`src/rtl/wp_pkg.sv`:
```
package wp_pkg;
    typedef enum logic [1:0] {
        OP_PAGE   = 2'd0,
        OP_SECTOR = 2'd1,
        OP_BLOCK  = 2'd2,
        OP_CHIP   = 2'd3
    } op_kind_e;
endpackage

```
`src/rtl/wp_region_decode.sv`:
```
module wp_region_decode #(
    parameter int ADDR_W     = 21,
    parameter int BLOCK_W    = 16,
    parameter int SECTOR_W   = 12,
    parameter int SECT_MAXSH = 3
) (
    input  logic              sec_sel,
    input  logic              from_bottom,
    input  logic [2:0]        bp,
    input  logic              invert,
    output logic              prot_any,
    output logic [ADDR_W-1:0] prot_lo,
    output logic [ADDR_W-1:0] prot_hi
);
    localparam logic [ADDR_W-1:0] TOP_ADDR = {ADDR_W{1'b1}};
    localparam logic [5:0] BLK_SH  = 6'(BLOCK_W);
    localparam logic [5:0] SECT_SH = 6'(SECTOR_W);
    localparam logic [2:0] SECT_CAP = 3'(SECT_MAXSH);

    logic              base_none;
    logic              base_full;
    logic [2:0]        step;
    logic [5:0]        shamt;
    logic [ADDR_W-1:0] mask;
    logic [ADDR_W-1:0] base_lo;
    logic [ADDR_W-1:0] base_hi;

    always_comb begin
        base_none = (bp == 3'd0);
        base_full = bp[2] & bp[1];
        step      = bp - 3'd1;
        if (sec_sel && (step > SECT_CAP)) begin
            step = SECT_CAP;
        end
        shamt = (sec_sel ? SECT_SH : BLK_SH) + {3'b000, step};
        mask  = ADDR_W'((ADDR_W+1)'(1) << shamt) - ADDR_W'(1);

        if (from_bottom) begin
            base_lo = '0;
            base_hi = mask;
        end else begin
            base_lo = TOP_ADDR - mask;
            base_hi = TOP_ADDR;
        end

        prot_any = 1'b0;
        prot_lo  = '0;
        prot_hi  = '0;
        if (!invert) begin
            if (base_full) begin
                prot_any = 1'b1;
                prot_hi  = TOP_ADDR;
            end else if (!base_none) begin
                prot_any = 1'b1;
                prot_lo  = base_lo;
                prot_hi  = base_hi;
            end
        end else begin
            if (base_none) begin
                prot_any = 1'b1;
                prot_hi  = TOP_ADDR;
            end else if (!base_full) begin
                prot_any = 1'b1;
                if (from_bottom) begin
                    prot_lo = base_hi + ADDR_W'(1);
                    prot_hi = TOP_ADDR;
                end else begin
                    prot_lo = '0;
                    prot_hi = base_lo - ADDR_W'(1);
                end
            end
        end
    end
endmodule

```
`src/rtl/wp_op_range.sv`:
```
module wp_op_range
    import wp_pkg::*;
#(
    parameter int ADDR_W   = 21,
    parameter int PAGE_W   = 8,
    parameter int SECTOR_W = 12,
    parameter int BLOCK_W  = 16
) (
    input  op_kind_e          kind,
    input  logic [ADDR_W-1:0] addr,
    output logic [ADDR_W-1:0] op_lo,
    output logic [ADDR_W-1:0] op_hi
);
    localparam int NUM_KINDS = 4;
    logic [ADDR_W-1:0] unit_mask [NUM_KINDS];

    for (genvar k = 0; k < NUM_KINDS; k++) begin : g_mask
        localparam int UW = (k == 0) ? PAGE_W :
                            (k == 1) ? SECTOR_W :
                            (k == 2) ? BLOCK_W : ADDR_W;
        if (UW >= ADDR_W) begin : g_all
            assign unit_mask[k] = {ADDR_W{1'b1}};
        end else begin : g_part
            assign unit_mask[k] = {{(ADDR_W-UW){1'b0}}, {UW{1'b1}}};
        end
    end

    always_comb begin
        op_lo = addr & ~unit_mask[kind];
        op_hi = addr |  unit_mask[kind];
    end
endmodule

```
`src/rtl/wp_overlap.sv`:
```
module wp_overlap #(
    parameter int ADDR_W = 21
) (
    input  logic              win_any,
    input  logic [ADDR_W-1:0] win_lo,
    input  logic [ADDR_W-1:0] win_hi,
    input  logic [ADDR_W-1:0] op_lo,
    input  logic [ADDR_W-1:0] op_hi,
    output logic              hit
);
    always_comb begin
        hit = win_any && (op_lo <= win_hi) && (op_hi >= win_lo);
    end
endmodule

```
`src/rtl/wp_guard.sv`:
```
module wp_guard
    import wp_pkg::*;
#(
    parameter int ADDR_W     = 21,
    parameter int BLOCK_W    = 16,
    parameter int SECTOR_W   = 12,
    parameter int PAGE_W     = 8,
    parameter int SECT_MAXSH = 3
) (
    input  logic              clk,
    input  logic              rst_n,
    input  logic              cfg_sec_sel,
    input  logic              cfg_from_bottom,
    input  logic [2:0]        cfg_bp,
    input  logic              cfg_invert,
    input  logic              req_valid,
    input  logic [1:0]        req_kind,
    input  logic [ADDR_W-1:0] req_addr,
    output logic              done,
    output logic              reject,
    output logic              prot_any,
    output logic [ADDR_W-1:0] prot_lo,
    output logic [ADDR_W-1:0] prot_hi
);
    localparam logic [ADDR_W-1:0] TOP_ADDR = {ADDR_W{1'b1}};

    typedef struct packed {
        logic              done;
        logic              reject;
        logic              any;
        logic [ADDR_W-1:0] lo;
        logic [ADDR_W-1:0] hi;
    } guard_state_t;

    guard_state_t      st_d, st_q;
    logic              win_any;
    logic [ADDR_W-1:0] win_lo, win_hi, op_lo, op_hi;
    logic              hit;
    op_kind_e          kind;

    assign kind = op_kind_e'(req_kind);

    wp_region_decode #(
        .ADDR_W(ADDR_W), .BLOCK_W(BLOCK_W),
        .SECTOR_W(SECTOR_W), .SECT_MAXSH(SECT_MAXSH)
    ) u_region (
        .sec_sel(cfg_sec_sel), .from_bottom(cfg_from_bottom),
        .bp(cfg_bp), .invert(cfg_invert),
        .prot_any(win_any), .prot_lo(win_lo), .prot_hi(win_hi)
    );

    wp_op_range #(
        .ADDR_W(ADDR_W), .PAGE_W(PAGE_W),
        .SECTOR_W(SECTOR_W), .BLOCK_W(BLOCK_W)
    ) u_range (
        .kind(kind), .addr(req_addr), .op_lo(op_lo), .op_hi(op_hi)
    );

    wp_overlap #(.ADDR_W(ADDR_W)) u_overlap (
        .win_any(win_any), .win_lo(win_lo), .win_hi(win_hi),
        .op_lo(op_lo), .op_hi(op_hi), .hit(hit)
    );

    always_comb begin
        st_d      = st_q;
        st_d.done = 1'b0;
        if (req_valid) begin
            st_d.done   = 1'b1;
            st_d.reject = hit;
            st_d.any    = win_any;
            st_d.lo     = win_lo;
            st_d.hi     = win_hi;
        end
    end

    always_ff @(posedge clk) begin
        if (!rst_n) begin
            st_q <= '0;
        end else begin
            st_q <= st_d;
        end
    end

    assign done     = st_q.done;
    assign reject   = st_q.reject;
    assign prot_any = st_q.any;
    assign prot_lo  = st_q.lo;
    assign prot_hi  = st_q.hi;

    assert_bounds_ordered_R10: assert property (@(posedge clk) disable iff (!rst_n)
        prot_any |-> (prot_lo <= prot_hi));

    assert_edge_anchored_R5: assert property (@(posedge clk) disable iff (!rst_n)
        prot_any |-> ((prot_lo == '0) || (prot_hi == TOP_ADDR)));

    assert_no_reject_unprotected_R7: assert property (@(posedge clk) disable iff (!rst_n)
        (done && !prot_any) |-> !reject);

    assert_chip_rejects_any_R8: assert property (@(posedge clk) disable iff (!rst_n)
        (req_valid && (kind == OP_CHIP)) |=> (reject == prot_any));

    assert_hold_when_idle_R9: assert property (@(posedge clk) disable iff (!rst_n)
        !req_valid |=> ($stable(reject) && $stable(prot_lo) && $stable(prot_hi) && !done));
endmodule

```
`config.mk`:
```
export PLATFORM = sky130hd
export DESIGN_NAME = wp_guard
export DESIGN_NICKNAME = d
export VERILOG_FILES = /design/src/rtl/wp_pkg.sv /design/src/rtl/wp_region_decode.sv /design/src/rtl/wp_op_range.sv /design/src/rtl/wp_overlap.sv /design/src/rtl/wp_guard.sv
export SDC_FILE = /design/constraint.sdc
export NUM_CORES = 1
export LEC_CHECK = 0
export BUFFER_PORTS_ARGS = -buffer_cell sky130_fd_sc_hd__buf_2
export CORE_UTILIZATION = 35
export DETAILED_ROUTE_END_ITERATION = 16
export GPL_TIMING_DRIVEN = 0
export RECOVER_POWER = 50
export SETUP_SLACK_MARGIN = 0.02
export SKIP_LAST_GASP = 1
export SYNTH_ARGS = -nofsm -noshare
export SYNTH_HDL_FRONTEND = slang
export SYNTH_SLANG_ARGS = --single-unit
```
`constraint.sdc`:
```
create_clock -name clk -period 5.9 [get_ports clk]
set_input_delay 1.18 -clock clk [delete_from_list [all_inputs] [get_ports clk]]
set_output_delay 1.18 -clock clk [all_outputs]
set_load 0.03 [all_outputs]
```
### Word-level counts from Yosys, hierarchy flattened

Index checks and enable logic that the tools add are counted.

* logic and storage cells: 50
* output and inout bits: 45
* bits in registers: 45
* input bits: 32

* $add $sub $neg: 6
* bitwise gates (word level): 5
* $lt $le $gt $ge: 4
* reductions and logical operators: 4
* shifts and indexed selects: 1
* mux-type cells: 25

Operators by type and width (count)
* $mux 21: 16
* $mux 45: 1
* $bmux 21 s2: 1
* $add 21x1->21 const B: 1
* $and 21x21->21: 1
* $ge 21x21->1: 1
* $le 21x21->1: 1
* $not 21->21: 1
* $or 21x21->21: 1
* $shl 1x6->21 const A: 1
* $sub 21x1->21 const B: 1
* $sub 21x2->21 const B: 1
* $sub 21x21->21 const A: 1
* $add 6x3->6: 1
* $mux 1: 5
* $mux 5: 1
* $ge 3x3->1 const B: 1
* $gt 3x2->1 const B: 1
* $logic_and 1x1->1: 3
* $logic_not 3->1: 1
* $mux 3: 1
* $not 2->3: 1
* $sub 3x1->3 const B: 1
* $and 1x1->1: 1

### Depth between registers and ports, before layout

* depth in word-level cells: 18
* mapped depth: 15
* mapped depth without buffers: 14

### Hierarchy

A second synthesis with hierarchy kept.

* cells, all modules: 517
* area, all modules: 4209.0 µm²

Modules (own cells, without submodules)
* wp_guard: seq. area each 900.9 µm², area each 1729.2 µm², instances 1, cells an instance 143
* wp_region_decode: seq. area each 0.0 µm², area each 1073.5 µm², instances 1, cells an instance 177
* wp_overlap: seq. area each 0.0 µm², area each 1061.0 µm², instances 1, cells an instance 149
* wp_op_range: seq. area each 0.0 µm², area each 345.3 µm², instances 1, cells an instance 48

### Worst setup path after synthesis

No wires, ideal clock.

* path kind: input -> register
* start: in cfg_bp[0]
* end: reg st_q, in the netlist reject
* cell stages on the path: 13
* data required time: 5.776 ns
* library setup time: 0.124 ns
* data arrival time: 3.569 ns
* path buffers: 1
* setup slack: 2.207 ns
* cells stage by stage: inv_1 ha_1 ha_1 buf_2 nand2b_1 nand3_1 o32a_1 and2_1 ha_1 o2111ai_1 nand3_1 a221oi_1 o41ai_2

* longest elaborated chain between the ends: 17
* elaborated cells on any way between the ends: 33
* those cells by class: add/sub (6); order compare (3); shift (1); mux (19); reduce/logical (4)

Ends and longest elaborated chain
* start, declared: RTL line wp_guard.sv:14 `input logic [2:0] cfg_bp,`
* $sub 3x1->3: RTL line wp_region_decode.sv:31 `step = bp - 3'd1;`
* $gt 3x2->1: RTL line wp_region_decode.sv:32 `if (sec_sel && (step > SECT_CAP)) begin`
* $logic_and 1x1->1: RTL line wp_region_decode.sv:32
* $mux 3: RTL line wp_region_decode.sv:32
* $add 6x3->6: RTL line wp_region_decode.sv:35 `shamt = (sec_sel ? SECT_SH : BLK_SH) + {3'b000, step};`
* $shl 1x6->21: RTL line wp_region_decode.sv:36 `mask = ADDR_W'((ADDR_W+1)'(1) << shamt) - ADDR_W'(1);`
* $sub 21x2->21: RTL line wp_region_decode.sv:36
* $sub 21x21->21: RTL line wp_region_decode.sv:42 `base_lo = TOP_ADDR - mask;`
* $mux 21: RTL line wp_region_decode.sv:38 `if (from_bottom) begin`
* $sub 21x1->21: RTL line wp_region_decode.sv:69 `prot_hi = base_lo - ADDR_W'(1);`
* $mux 21: RTL line wp_region_decode.sv:64 `if (from_bottom) begin`
* $mux 21: RTL line wp_region_decode.sv:62 `end else if (!base_full) begin`
* $mux 21: RTL line wp_region_decode.sv:59 `if (base_none) begin`
* $mux 21: RTL line wp_region_decode.sv:49 `if (!invert) begin`
* $le 21x21->1: RTL line wp_overlap.sv:12 `hit = win_any && (op_lo <= win_hi) && (op_hi >= win_lo);`
* $logic_and 1x1->1: RTL line wp_overlap.sv:12
* $logic_and 1x1->1 (*): RTL line wp_overlap.sv:12
* end signal, assigned: RTL line wp_guard.sv:80 `st_q <= st_d;`
* end, declared: RTL line wp_guard.sv:35 `guard_state_t st_d, st_q;`

Mark *: on every way between the ends. The rest lies on a longest branch, timed or not.
A chain may end at the register's enable or synchronous reset.

### Final worst setup path

Same ends and word-level chain as after synthesis.

==> run_results.csv <==
group,metric,value,unit
drt,avgViaCountPerCell,5.656,
drt,drtIter0Drc,203,
synth,synth_seq_area_share,27.51,%
critical_path,r2r_slack,5.22,ns
synth,yosys.area.top_type,"dfxtp_1",
power,leakage,1.728,nW
grt,antenna_found_initial,0,
cells_and_area,multi_input_area,2236,µm²
timing,finalSetupViolCount,0,
cells_and_area,area_growth,17.31,%
synth,synth_ff_type,"dfxtp_1",
place,dp_slack,1.428,ns
drt,dr.pass1.iters,5,
synth,yosysWarnings,0,
floorplanning,die_w,98.73,µm
synth,syn_area,3274,µm²
cts,path_clk_slew,0.08,ns
grt,grt_pass1_vias,2964,
synth,synth-seq-cells,45,
grt,grt_pass1_wl,15890,µm
power,cellPowerDensity,228.8,nW/µm²
power,p_int,0.0005820,W
critical_path,crit_top_cell,"ha_1",
synth,postSynthCellCount,392,
place,io_buffer_count,67,
floorplanning,initial_core_util,36.83,%
power,peakVddDrop,0.1406,mV
timing,worst_slack,1.668,ns
drt,remaining_drc_errors,0,
floorplanning,row_count,34,
cts,cts_hold_buf,0,
critical_path,crit_fanout,10,
grt,overflow,0,
power,swShare,33.79,%
critical_path,crit_arrival,4.42,ns
synth,netlist.area_leader.share,27.51,%
timing,worst_pin_slew,0.7216,ns
critical_path,cpPeakStageDelay,0.36,ns
synth,syn_avg_cell_area,8.353,µm²
synth,synth.area.top_cells,"dfxtp_1, ha_1, a21o_1, a21oi_1, and2_1",
hold_path,hold_path_class,"reg2reg",
critical_path,path_cells,"buf_2 -> inv_1 -> ha_1 -> ha_1 -> buf_2 -> nand2b_1 -> o211ai_1 -> a22o_1 -> o22ai_1 -> nand2_1 -> ha_1 -> a211oi_1 -> nand3_1 -> a221oi_1 -> o41ai_2",
timing,relSlewSlack,50.94,%
status,status,"finished, final reports clean",
synth,synth.distinct_cells,70,
timing,period_needed,4.232,ns
cells_and_area,drive_gt1_share,18.59,%
timing,maxClockFrequency,236.3,MHz
power,p_switching,0.0002971,W
cts,post_cts_buffers,0,
timing,rsz0062_at_grt,"false",
timing,finalSetupTns,0,ns
floorplanning,io_pins,77,
drt,wl_per_cell,17.47,µm
floorplanning,coreArea,8891,µm²
drt,via_count,3258,
power,power_frac_comb,30.3,%
cts,cts_root_buf,"clkbuf_8",
timing,hold_slack,0.4556,ns
floorplanning,dieArea,9747,µm²
cts,cts_max_level,2,
power,p_clk_share,32.1,%
power,finalPower,0.0008790,W
drt,detail-route-antenna-nets,0,
cts,ctsResizeCount,0,
timing,min_period_over_period,71.73,%
critical_path,crit_family,"compound AO/OA/AOI/OAI gates",
power,p_seq_share,37.7,%
cts,cts.sinks,45,
critical_path,worst-path-buf-inv,3,
critical_path,worstSetupPathType,"in2reg",
synth,async_flop_share,0,%
cts,tritoncts,"yes",
timing,maxSlewViolCount,0,
critical_path,slowest_stage,"a221oi_1",
place,place_congestion,0.8915,
cts,clk_path_buf_depth,2,
cells_and_area,fill_cells,953,
flow_run,maxCapViolations,0,
cells_and_area,seq_area,900.9,µm²
cells_and_area,n_antenna_cell,0,
drt,finalWirelength,10060,µm
timing,finalHoldViolations,0,
cells_and_area,nets,529,
timing,worst_clock_skew,0,ns
place,hpwl,7934,µm
critical_path,cp-start-kind,"input pin",
floorplanning,fp.dieH,98.73,µm
critical_path,endpoint_kind,"flip-flop",
cts,numCtsBuffers,5,
synth,synth-edff-count,0,
cts,clk_latency,0.30,ns
grt,grt_max_degree,16,
critical_path,cp.required,6.08,ns
grt,track_usage,20.97,%
[power groups by stage]
stage	Sequential, W	Combinational [W]	Clock (W)
2_1_floorplan	0.000374	0.000150	0
3_3_place_gp	0.000337	0.000260	0
3_5_place_dp	0.000338	0.000262	0
4_1_cts	0.000331	0.000263	0.000289
5_1_grt	0.000334	0.000290	0.000299
6_report	0.000331	0.000266	0.000282
[cell type report]
type / count / area share (%)
multi-input cells: 316 / 58.21
clock buffers: 5 / 1.792
well taps: 108 / 3.518
flip-flops and latches: 45 / 23.45
repair buffers: 67 / 7.557
inverters: 8 / 0.7818
clock inverters: 3 / 1.792
plain buffers: 24 / 2.899
[per-layer routing]
metal  vias to the layer above  global-route usage [%]  part of all wire, %
li1                       1597                       -                    -
met5                         -                       0                    0
met2                       136                   32.23                   43
met4                         0                   7.463                  2.6
met1                      1503                   28.97                   47
met3                        22                   4.397                  7.1
[metrics by stage]
step,cell area [µm²],utilization [%],cells
floorplan,3278,-,393
global placement,3749,42.16,568
detailed placement,3749,42.16,568
CTS,3886,43.71,576
global route,3841,43.20,576
finish,3841,43.20,576
[registers in the layout, summed over array words and instances, names as in the netlist]
signal	flops
reject	1
done	1
prot_hi	21
prot_any	1
prot_lo	21
[cells by family after synthesis]
kind of cell | share of synthesized area, %
xor gates and xnor gates | 0.8026
and+or+nand+nor | 23.77
DFF | 27.51
muxes | 2.522
other | 0.1145
adders and majority gates | 11.46
buffers and inverters | 4.318
AOI/OAI and AO/OA | 29.50
[cell usage after synthesis (3+ instances only)]
| cell type | n |
|---|---|
| o31ai_1 | 3 |
| a21oi_2 | 3 |
| nor4_1 | 3 |
| a21oi_1 | 29 |
| a21boi_0 | 3 |
| a21o_1 | 23 |
| a22o_1 | 6 |
| clkbuf_1 | 9 |
| o21ai_1 | 6 |
| nand4_1 | 4 |
| xnor2_1 | 3 |
| nand2_1 | 25 |
| nand3_1 | 10 |
| buf_2 | 14 |
| inv_1 | 6 |
| nor3_2 | 3 |
| nand2b_1 | 11 |
| a31oi_1 | 7 |
| nor3_1 | 7 |
| mux2_2 | 3 |
| a32oi_1 | 4 |
| a211oi_1 | 4 |
| o211ai_1 | 4 |
| and2_1 | 16 |
| or3_1 | 3 |
| or2_2 | 4 |
| nor2b_1 | 11 |
| and3_1 | 3 |
| dfxtp_1 | 45 |
| o21ai_0 | 19 |
| nor2_1 | 22 |
| ha_1 | 30 |
[layout by cell type, fill, tap and decap left out, types with 16 or more instances in the layout]
cell / count
buf_2: 45
clkbuf_1: 45
ha_1: 30
o21ai_0: 19
nand2_1: 25
a21oi_1: 29
dfxtp_1: 45
a21o_1: 23
and2_1: 16
nor2_1: 22
[path summary, 6_finish.rpt]
path / cells past startpoint / startpoint / to
max: 15 / cfg_bp[0] / reject$_SDFFE_PN0P_
min: 1 / prot_lo[7]$_SDFFE_PN0P_ / prot_lo[7]$_SDFFE_PN0P_
max reg2reg: 2 / prot_lo[17]$_SDFFE_PN0P_ / prot_lo[17]$_SDFFE_PN0P_
min reg2reg: 1 / prot_lo[7]$_SDFFE_PN0P_ / prot_lo[7]$_SDFFE_PN0P_
Power figures use the tool's default switching activity.
